### config.mk
export PLATFORM = sky130hd
export DESIGN_NAME = mbd_cs_decoder
export DESIGN_NICKNAME = d
export VERILOG_FILES = /design/src/rtl/mbd_pkg.sv /design/src/rtl/mbd_addr_capture.sv /design/src/rtl/mbd_win_match.sv /design/src/rtl/mbd_sel_gate.sv /design/src/rtl/mbd_cs_decoder.sv
export SDC_FILE = /design/constraint.sdc
export NUM_CORES = 1
export LEC_CHECK = 0
export CORE_MARGIN = 2
export CORE_UTILIZATION = 38
export DETAILED_ROUTE_END_ITERATION = 10
export PLACE_DENSITY = 0.9
export SLEW_MARGIN = 20
export SYNTH_ARGS = -nofsm -noshare
export SYNTH_HDL_FRONTEND = slang
export SYNTH_SLANG_ARGS = --single-unit
### constraint.sdc
create_clock -name clk -period 1.7 [get_ports clk]
set_input_delay 0.34 -clock clk [delete_from_list [all_inputs] [get_ports clk]]
set_output_delay 0.34 -clock clk [all_outputs]
set_load 0.03 [all_outputs]
### src/rtl/mbd_pkg.sv
package mbd_pkg;

  // Offset of device window idx above the region base.
  // The first three windows are spaced by 256 KiB; the rest by 128 KiB from 512 KiB.
  function automatic logic [31:0] win_offset(int unsigned idx);
    if (idx < 3) return 32'(idx) * 32'h0004_0000;
    else         return 32'h0008_0000 + 32'(idx - 2) * 32'h0002_0000;
  endfunction

endpackage

### src/rtl/mbd_addr_capture.sv
module mbd_addr_capture #(
  parameter int ADDR_W = 32
) (
  input  logic              clk,
  input  logic              rst_n,
  input  logic              ale,
  input  logic [ADDR_W-1:0] ad,
  output logic [ADDR_W-1:0] addr_q,
  output logic              ale_fall
);

  logic ale_q;

  always_ff @(posedge clk) begin
    if (!rst_n) begin
      addr_q <= '0;
      ale_q  <= 1'b0;
    end else begin
      ale_q <= ale;
      if (ale) addr_q <= ad;
    end
  end

  // First data-phase cycle: strobe was high last cycle and is low now
  assign ale_fall = ale_q & ~ale;

  AST_CAPTURE_LOAD: assert property (@(posedge clk) disable iff (!rst_n)
    ale |=> (addr_q == $past(ad)));
  AST_CAPTURE_HOLD: assert property (@(posedge clk) disable iff (!rst_n)
    !ale |=> $stable(addr_q));

endmodule

### src/rtl/mbd_win_match.sv
module mbd_win_match
  import mbd_pkg::*;
#(
  parameter int          ADDR_W      = 32,
  parameter int          N_DEV       = 6,
  parameter int          OFF_W       = 8,
  parameter int          REGION_LSB  = 18,
  parameter logic [31:0] REGION_BASE = 32'h4800_0000
) (
  input  logic              clk,
  input  logic              rst_n,
  input  logic [ADDR_W-1:0] addr,
  output logic [N_DEV-1:0]  hit
);

  localparam int HI_W  = ADDR_W - REGION_LSB;
  localparam int MID_W = REGION_LSB - OFF_W;

  for (genvar gi = 0; gi < N_DEV; gi++) begin : g_win
    localparam logic [ADDR_W-1:0] BASE = ADDR_W'(REGION_BASE + win_offset(gi));
    logic hi_hit, mid_hit;
    assign hi_hit  = (addr[ADDR_W-1:REGION_LSB] == BASE[ADDR_W-1:REGION_LSB]);
    assign mid_hit = (addr[REGION_LSB-1:OFF_W]  == BASE[REGION_LSB-1:OFF_W]);
    assign hit[gi] = hi_hit & mid_hit;
  end

  AST_WIN_DISJOINT: assert property (@(posedge clk) disable iff (!rst_n)
    $onehot0(hit));

  logic unused_w;
  assign unused_w = ^{HI_W[0], MID_W[0]};

endmodule

### src/rtl/mbd_sel_gate.sv
module mbd_sel_gate #(
  parameter int N_DEV = 6
) (
  input  logic             clk,
  input  logic             rst_n,
  input  logic [N_DEV-1:0] hit,
  input  logic             ale,
  input  logic             host_cs_n,
  output logic [N_DEV-1:0] dev_cs_n
);

  logic sel_open;

  // Data phase: out of reset, strobe low, host select active
  assign sel_open = rst_n & ~ale & ~host_cs_n;
  assign dev_cs_n = ~(hit & {N_DEV{sel_open}});

  AST_NO_SEL_IN_LATCH: assert property (@(posedge clk) disable iff (!rst_n)
    ale |-> (&dev_cs_n));
  AST_NO_SEL_HOST_IDLE: assert property (@(posedge clk) disable iff (!rst_n)
    host_cs_n |-> (&dev_cs_n));

endmodule

### src/rtl/mbd_cs_decoder.sv
module mbd_cs_decoder
  import mbd_pkg::*;
#(
  parameter int          ADDR_W      = 32,
  parameter int          N_DEV       = 6,
  parameter int          OFF_W       = 8,
  parameter int          REGION_LSB  = 18,
  parameter logic [31:0] REGION_BASE = 32'h4800_0000
) (
  input  logic              clk,
  input  logic              rst_n,
  input  logic [ADDR_W-1:0] ad,
  input  logic              ale,
  input  logic              host_cs_n,
  output logic [ADDR_W-1:0] lat_addr,
  output logic [N_DEV-1:0]  dev_cs_n
);

  logic [ADDR_W-1:0] addr_q;
  logic              ale_fall;
  logic [N_DEV-1:0]  hit;

  mbd_addr_capture #(.ADDR_W(ADDR_W)) u_cap (
    .clk(clk), .rst_n(rst_n), .ale(ale), .ad(ad),
    .addr_q(addr_q), .ale_fall(ale_fall)
  );

  mbd_win_match #(
    .ADDR_W(ADDR_W), .N_DEV(N_DEV), .OFF_W(OFF_W),
    .REGION_LSB(REGION_LSB), .REGION_BASE(REGION_BASE)
  ) u_match (
    .clk(clk), .rst_n(rst_n), .addr(addr_q), .hit(hit)
  );

  mbd_sel_gate #(.N_DEV(N_DEV)) u_gate (
    .clk(clk), .rst_n(rst_n), .hit(hit), .ale(ale),
    .host_cs_n(host_cs_n), .dev_cs_n(dev_cs_n)
  );

  assign lat_addr = addr_q;

  AST_ONE_SELECT: assert property (@(posedge clk) disable iff (!rst_n)
    $onehot0(~dev_cs_n));
  AST_RESET_IDLE: assert property (@(posedge clk)
    !rst_n |-> (&dev_cs_n));
  AST_SEL_NEEDS_DATA_PHASE: assert property (@(posedge clk) disable iff (!rst_n)
    !(&dev_cs_n) |-> (!ale && !host_cs_n));
  AST_SEL_OPENS_AFTER_LATCH: assert property (@(posedge clk) disable iff (!rst_n)
    (ale_fall && !host_cs_n && (|hit)) |-> !(&dev_cs_n));

endmodule

# After elaboration in Yosys (flattened, before gate mapping)
# Index checks and enable logic that the tools add are counted.
dict set report word_totals {
  ff_bits 32
  elab_cells 19
  out_inout_bits 38
  input_bits 36
}
dict set report op_classes {
  eq_ne 5
  bitwise 12
  n_reduce_logical 1
}
# operator n
set op_table {}
lappend op_table {{== test 14 x 13 -> 1 bit (second input constant)} 4}
lappend op_table {{== test 10 bit (second input constant)} 1}
lappend op_table {{logical NOT 10 bit} 1}
lappend op_table {{AND 1 bit} 8}
lappend op_table {{AND 6 bit} 1}
lappend op_table {{inverter 6 bit} 1}
lappend op_table {{inverter 1 bit} 2}

# Depth between registers and ports, before layout
# Gate-level depths: netlist of the first run.
dict set report depth {
  word_depth 5
  ltp_mapped 5
  ltp_nobuf 3
}

# Cells and area by module
# A second synthesis of the first run with hierarchy kept.
dict set report hier_totals {
  cells_unflattened 132
  hier_area_um2 1483.9
}
# mod seq_area_each_um2 cells_each area_each_um2 n_inst
set by_module_without_submodules {}
lappend by_module_without_submodules {mbd_addr_capture 660.6 106 1276.2 1}
lappend by_module_without_submodules {mbd_win_match 0.0 20 140.1 1}
lappend by_module_without_submodules {mbd_sel_gate 0.0 6 67.6 1}

# Least setup slack after synthesis of the first run
# OpenSTA, ideal clock, no wires.
dict set report synth_path {
  kind {flip-flop to output port}
  start {register u_cap.addr_q[20]}
  end {output port dev_cs_n[0]}
  slack_ps -106
  path_stages_with_launch 4
  required_ps 1360
  t_arrival_ps 1466
  n_path_buf 0
  cell_sequence {dfxtp_1 -> or4_4 -> nor2_4 -> nand4b_1}
}
dict set report synth_between {
  elab_chain_len 4
}
# element line
set synth_rtl {}
lappend synth_rtl {{start, declared} mbd_addr_capture.sv:8} ;# output logic [ADDR_W-1:0] addr_q,
lappend synth_rtl {{start signal, assigned} mbd_addr_capture.sv:16} ;# addr_q <= '0;
lappend synth_rtl {{start signal, assigned} mbd_addr_capture.sv:20} ;# if (ale) addr_q <= ad;
lappend synth_rtl {{== test 14 x 13 -> 1 bit} mbd_win_match.sv:22} ;# assign hi_hit = (addr[ADDR_W-1:REGION_LSB] == BASE[ADDR_W-1:REGION_LSB]);
lappend synth_rtl {{AND 1 bit} mbd_win_match.sv:24} ;# assign hit[gi] = hi_hit & mid_hit;
lappend synth_rtl {{AND 6 bit} mbd_sel_gate.sv:16} ;# assign dev_cs_n = ~(hit & {N_DEV{sel_open}});
lappend synth_rtl {{inverter 6 bit} mbd_sel_gate.sv:16}
lappend synth_rtl {{end, declared} mbd_cs_decoder.sv:16} ;# output logic [N_DEV-1:0] dev_cs_n
# Every way passes these cells.

# Final worst setup path of the first run
dict set report layout_path {
  start {register u_cap.addr_q[22]}
  end {output port dev_cs_n[0]}
}
# Same word-level chain as after synthesis.

==> summary.md, run 1 <==
| Metric | Value |
|---|---|
| PD cells | 727 nW/um^2 |
| Hold Vio Cnt, Final | 0 |
| Avg Vias per Cell | around 4.7 |
| I/O pin cnt | 74 |
| Syn_nets | 160 |
| Crit path time final | ~2 ns |
| Slew @ Worst Pin | between 0.5 and 0.6 ns |
| Final WS setup | -0.316 ns |
| Inst Count DP | 258 |
| Reg area | between 600 and 700 sq um |
| Layout cells sized above 1 | 21.8% |
| Critical path class | flop to primary output |
| Critical Path Max Stage Delay | ~0.55 ns |
| CP top delay family | simple AND/OR/NAND/NOR gates |
| Clk_skew | 0 ns |
| Num rows | 21 |
| RSZ-0062 raised after global routing | yes |
| # nets final | about 260 |
| Most instantiated cells after synthesis | 33 x nor2b_1, 32 x dfxtp_1, 32 x mux2i_1 |
| Routability Congestion | between 0.7 and 0.8 |
| I/O Buffers | 73 |
| Vias | roughly 1,300 |
| Crit-path slowest cell | or4_4 |
| Worst hold path type | flop to flop |
| Most frequent cell after synthesis | nor2b_1 |
| CP cell instances | or4_4 -> nor2_4 -> nand4b_1 -> buf_6 |
| Top FF cell, synth | dfxtp_1 |
| Largest reg by FF count | u_cap.addr_q |
| Final wirelength | about 3.5 mm |
| DRT Pass-1 Iters | 4 |
| Slew headroom | 65.6% |
| Required time of the worst setup path | roughly 1.4 ns |
| Peak VDD IR | just under 0.5 mV |
| Post-synth EDFFs | 0 |
| GRT Util Overall | 19.6% |
| Core Footprint | between 3000 and 4000 sq um |
| Diode count | 0 |
| CTS tree | built |
| Avg Cell Area, Syn | roughly 11 sq um |
| Synth Instances | 124 |
| # fillers | ~280 |
| Startpoint Class | flop |
| Final period util | 119% |
| Vias in the first global route | approximately 1,400 |
| Initial antenna violation count | 0 |
| Synthesized flop and latch total | 32 |
| Die width | between 60 and 70 um |
| Post CTS Setup Buffer Count | 0 |
| Multi-input logic area | just under 700 sq um |
| Pleak | approximately 1.1 nW |
| GRT overflow | 0 |
| WL/cell | around 13 um |
| Routed Antenna Nets | 0 |
| Max Buffers Root-to-Sink | 2 |
| Yosys warns | 0 |
| Hold path start | u_cap.addr_q[3]$_SDFFE_PN0P_ |
| First-pass GRT wire length | ~6 mm |
| Arrival time at the worst endpoint | 1.68 ns |
| Die height | about 63 um |
| Fin Hold WS | between 0.5 and 0.6 ns |
| H-tree levels | 2 |
| Worst Setup SP | u_cap.addr_q[22]$_SDFFE_PN0P_ |
| Final HPWL DP | about 2.7 mm |
| CTS buffer count | 5 |
| Clk slew on worst S/H paths | 0.09 ns |
| Layout area overhead | 73.2% |
| Synth async-reset ratio | 0% |
| Max reg flops | 32 |
| Synth top area share | between 40% and 50% |
| Seq/Total Area, Yosys | between 40% and 50% |
| Area leader, netlist | dfxtp_1 |
| WP buf/inv | 1 |
| RR Startpoint | u_cap.addr_q[9]$_SDFFE_PN0P_ |
| DIE AREA | 4020 sq um |
| Max Cap Viol | 0 |
| Initial DRC count | 13 |
| Failing checks | negative setup slack |
| Setup violators final | 6 |
| Root Driver | clkbuf_4 |
| Status | complete, but fails checks |
| CP Max Fanout | 6 |
| Critical Path End Type | primary output |
| Largest net degree at the start of global routing | 33 |
| Clk sink count | 32 |
| Worst-Skew Late Latency | between 0.3 and 0.4 ns |
| F_max | between 0.4 and 0.5 GHz |
| Synth top area cells | dfxtp_1 48%, mux2i_1 24%, nor2b_1 15% |
| Hold_buf cts | 0 |
| Drc violations | 0 |
| Largest registers | u_cap.addr_q: 32 flops |
| Cell Area, Synth | about 1300 sq um |
| Finished Layout Cells | 266 |
| Yosys cell types | 17 |
| Starting density of the core | approximately two fifths |
| Max Slew Vio Count | 0 |
worst register-to-register path, delay by kind of cell (launching register included):
kind	cells	cell delay, ns
buf+inv	1	0.14
flops	1	0.34
mux	1	0.13
simple gates	1	0.07
cell families (layout without fill, tap and decap cells):
group / count (synthesis) / count (layout) / share of synthesized area (%)
AND/OR/NAND/NOR: 52 / 52 / 25.6
buffers and inverters: 8 / 104 / 2.71
flip-flops: 32 / 32 / 47.8
multiplexers: 32 / 32 / 23.9
cell usage in the layout (no fill, tap or decap), types with 3 or more instances in the layout:
| cell | netlist | final |
|---|---|---|
| mux2i_1 | 32 | 32 |
| buf_4 | 0 | 23 |
| clkdlybuf4s50_1 | 0 | 34 |
| dlygate4sd2_1 | 0 | 30 |
| dfxtp_1 | 32 | 26 |
| buf_6 | 0 | 6 |
| clkbuf_4 | 0 | 5 |
| dfxtp_2 | 0 | 4 |
| nor2b_1 | 33 | 33 |
| nand3_1 | 3 | 3 |
worst paths after layout:
kind / endpoint / slack [ns] / depth (start not counted)
setup reg to reg: u_cap.addr_q[9]$_SDFFE_PN0P_ / 0.92 / 3
setup / recovery: dev_cs_n[0] / -0.32 / 4
hold / removal: u_cap.addr_q[3]$_SDFFE_PN0P_ / 0.52 / 2
hold reg to reg: u_cap.addr_q[3]$_SDFFE_PN0P_ / 0.52 / 2
through the flow:
| step | setup TNS (ns) | util [%] | total power [mW] | instance area [sq um] | setup WS, ns |
|---|---|---|---|---|---|
| floorplan | -0.107 | - | 1.05 | 1350 | -0.0364 |
| detailed placement | -4.77 | 67.6 | 1.29 | 2270 | -0.814 |
| global route | -2.12 | 69.0 | 1.77 | 2320 | -0.375 |
| CTS | -1.92 | 68.6 | 1.71 | 2310 | -0.338 |
| global placement | -4.53 | 67.6 | 1.28 | 2270 | -0.766 |
| finish | -1.76 | 69.0 | 1.69 | 2320 | -0.316 |
where the power goes:
part	total [mW]	switching, mW	internal, mW
combinational	0.421	0.201	0.219
sequential	0.824	0.0297	0.794
clock	0.442	0.238	0.204
total	1.69	0.469	1.22
timing repair:
| action | in CTS | in global routing |
|---|---|---|
| endpoints found under the hold margin | 0 | 0 |
| endpoints found under the setup margin | 36 | 8 |
| pin swaps | 3 | 1 |
| gates cloned | 0 | 0 |
| gates resized for setup | 74 | 4 |
layer usage:
layer  GRT usage, %  routed length [um]
met1           21.0                1420
met2           34.2                1780
met3           5.54                 223
met4           11.4                 111
met5              0                   0
area by class of cell:
type | instances | area share, %
clock buffers | 8 | 2.53
repair buffers | 96 | 37.6
multi-input cells | 84 | 29.2
flip-flops and latches | 32 | 28.1
well taps | 46 | 2.48
(Power assumes the default switching activity.)
==> run 2: changes to the inputs <==
CTS_CLUSTER_DIAMETER = 60   (was not set)
==> results of run 2 <==
The final DEF is identical to that of run 1; final timing and power are the same.
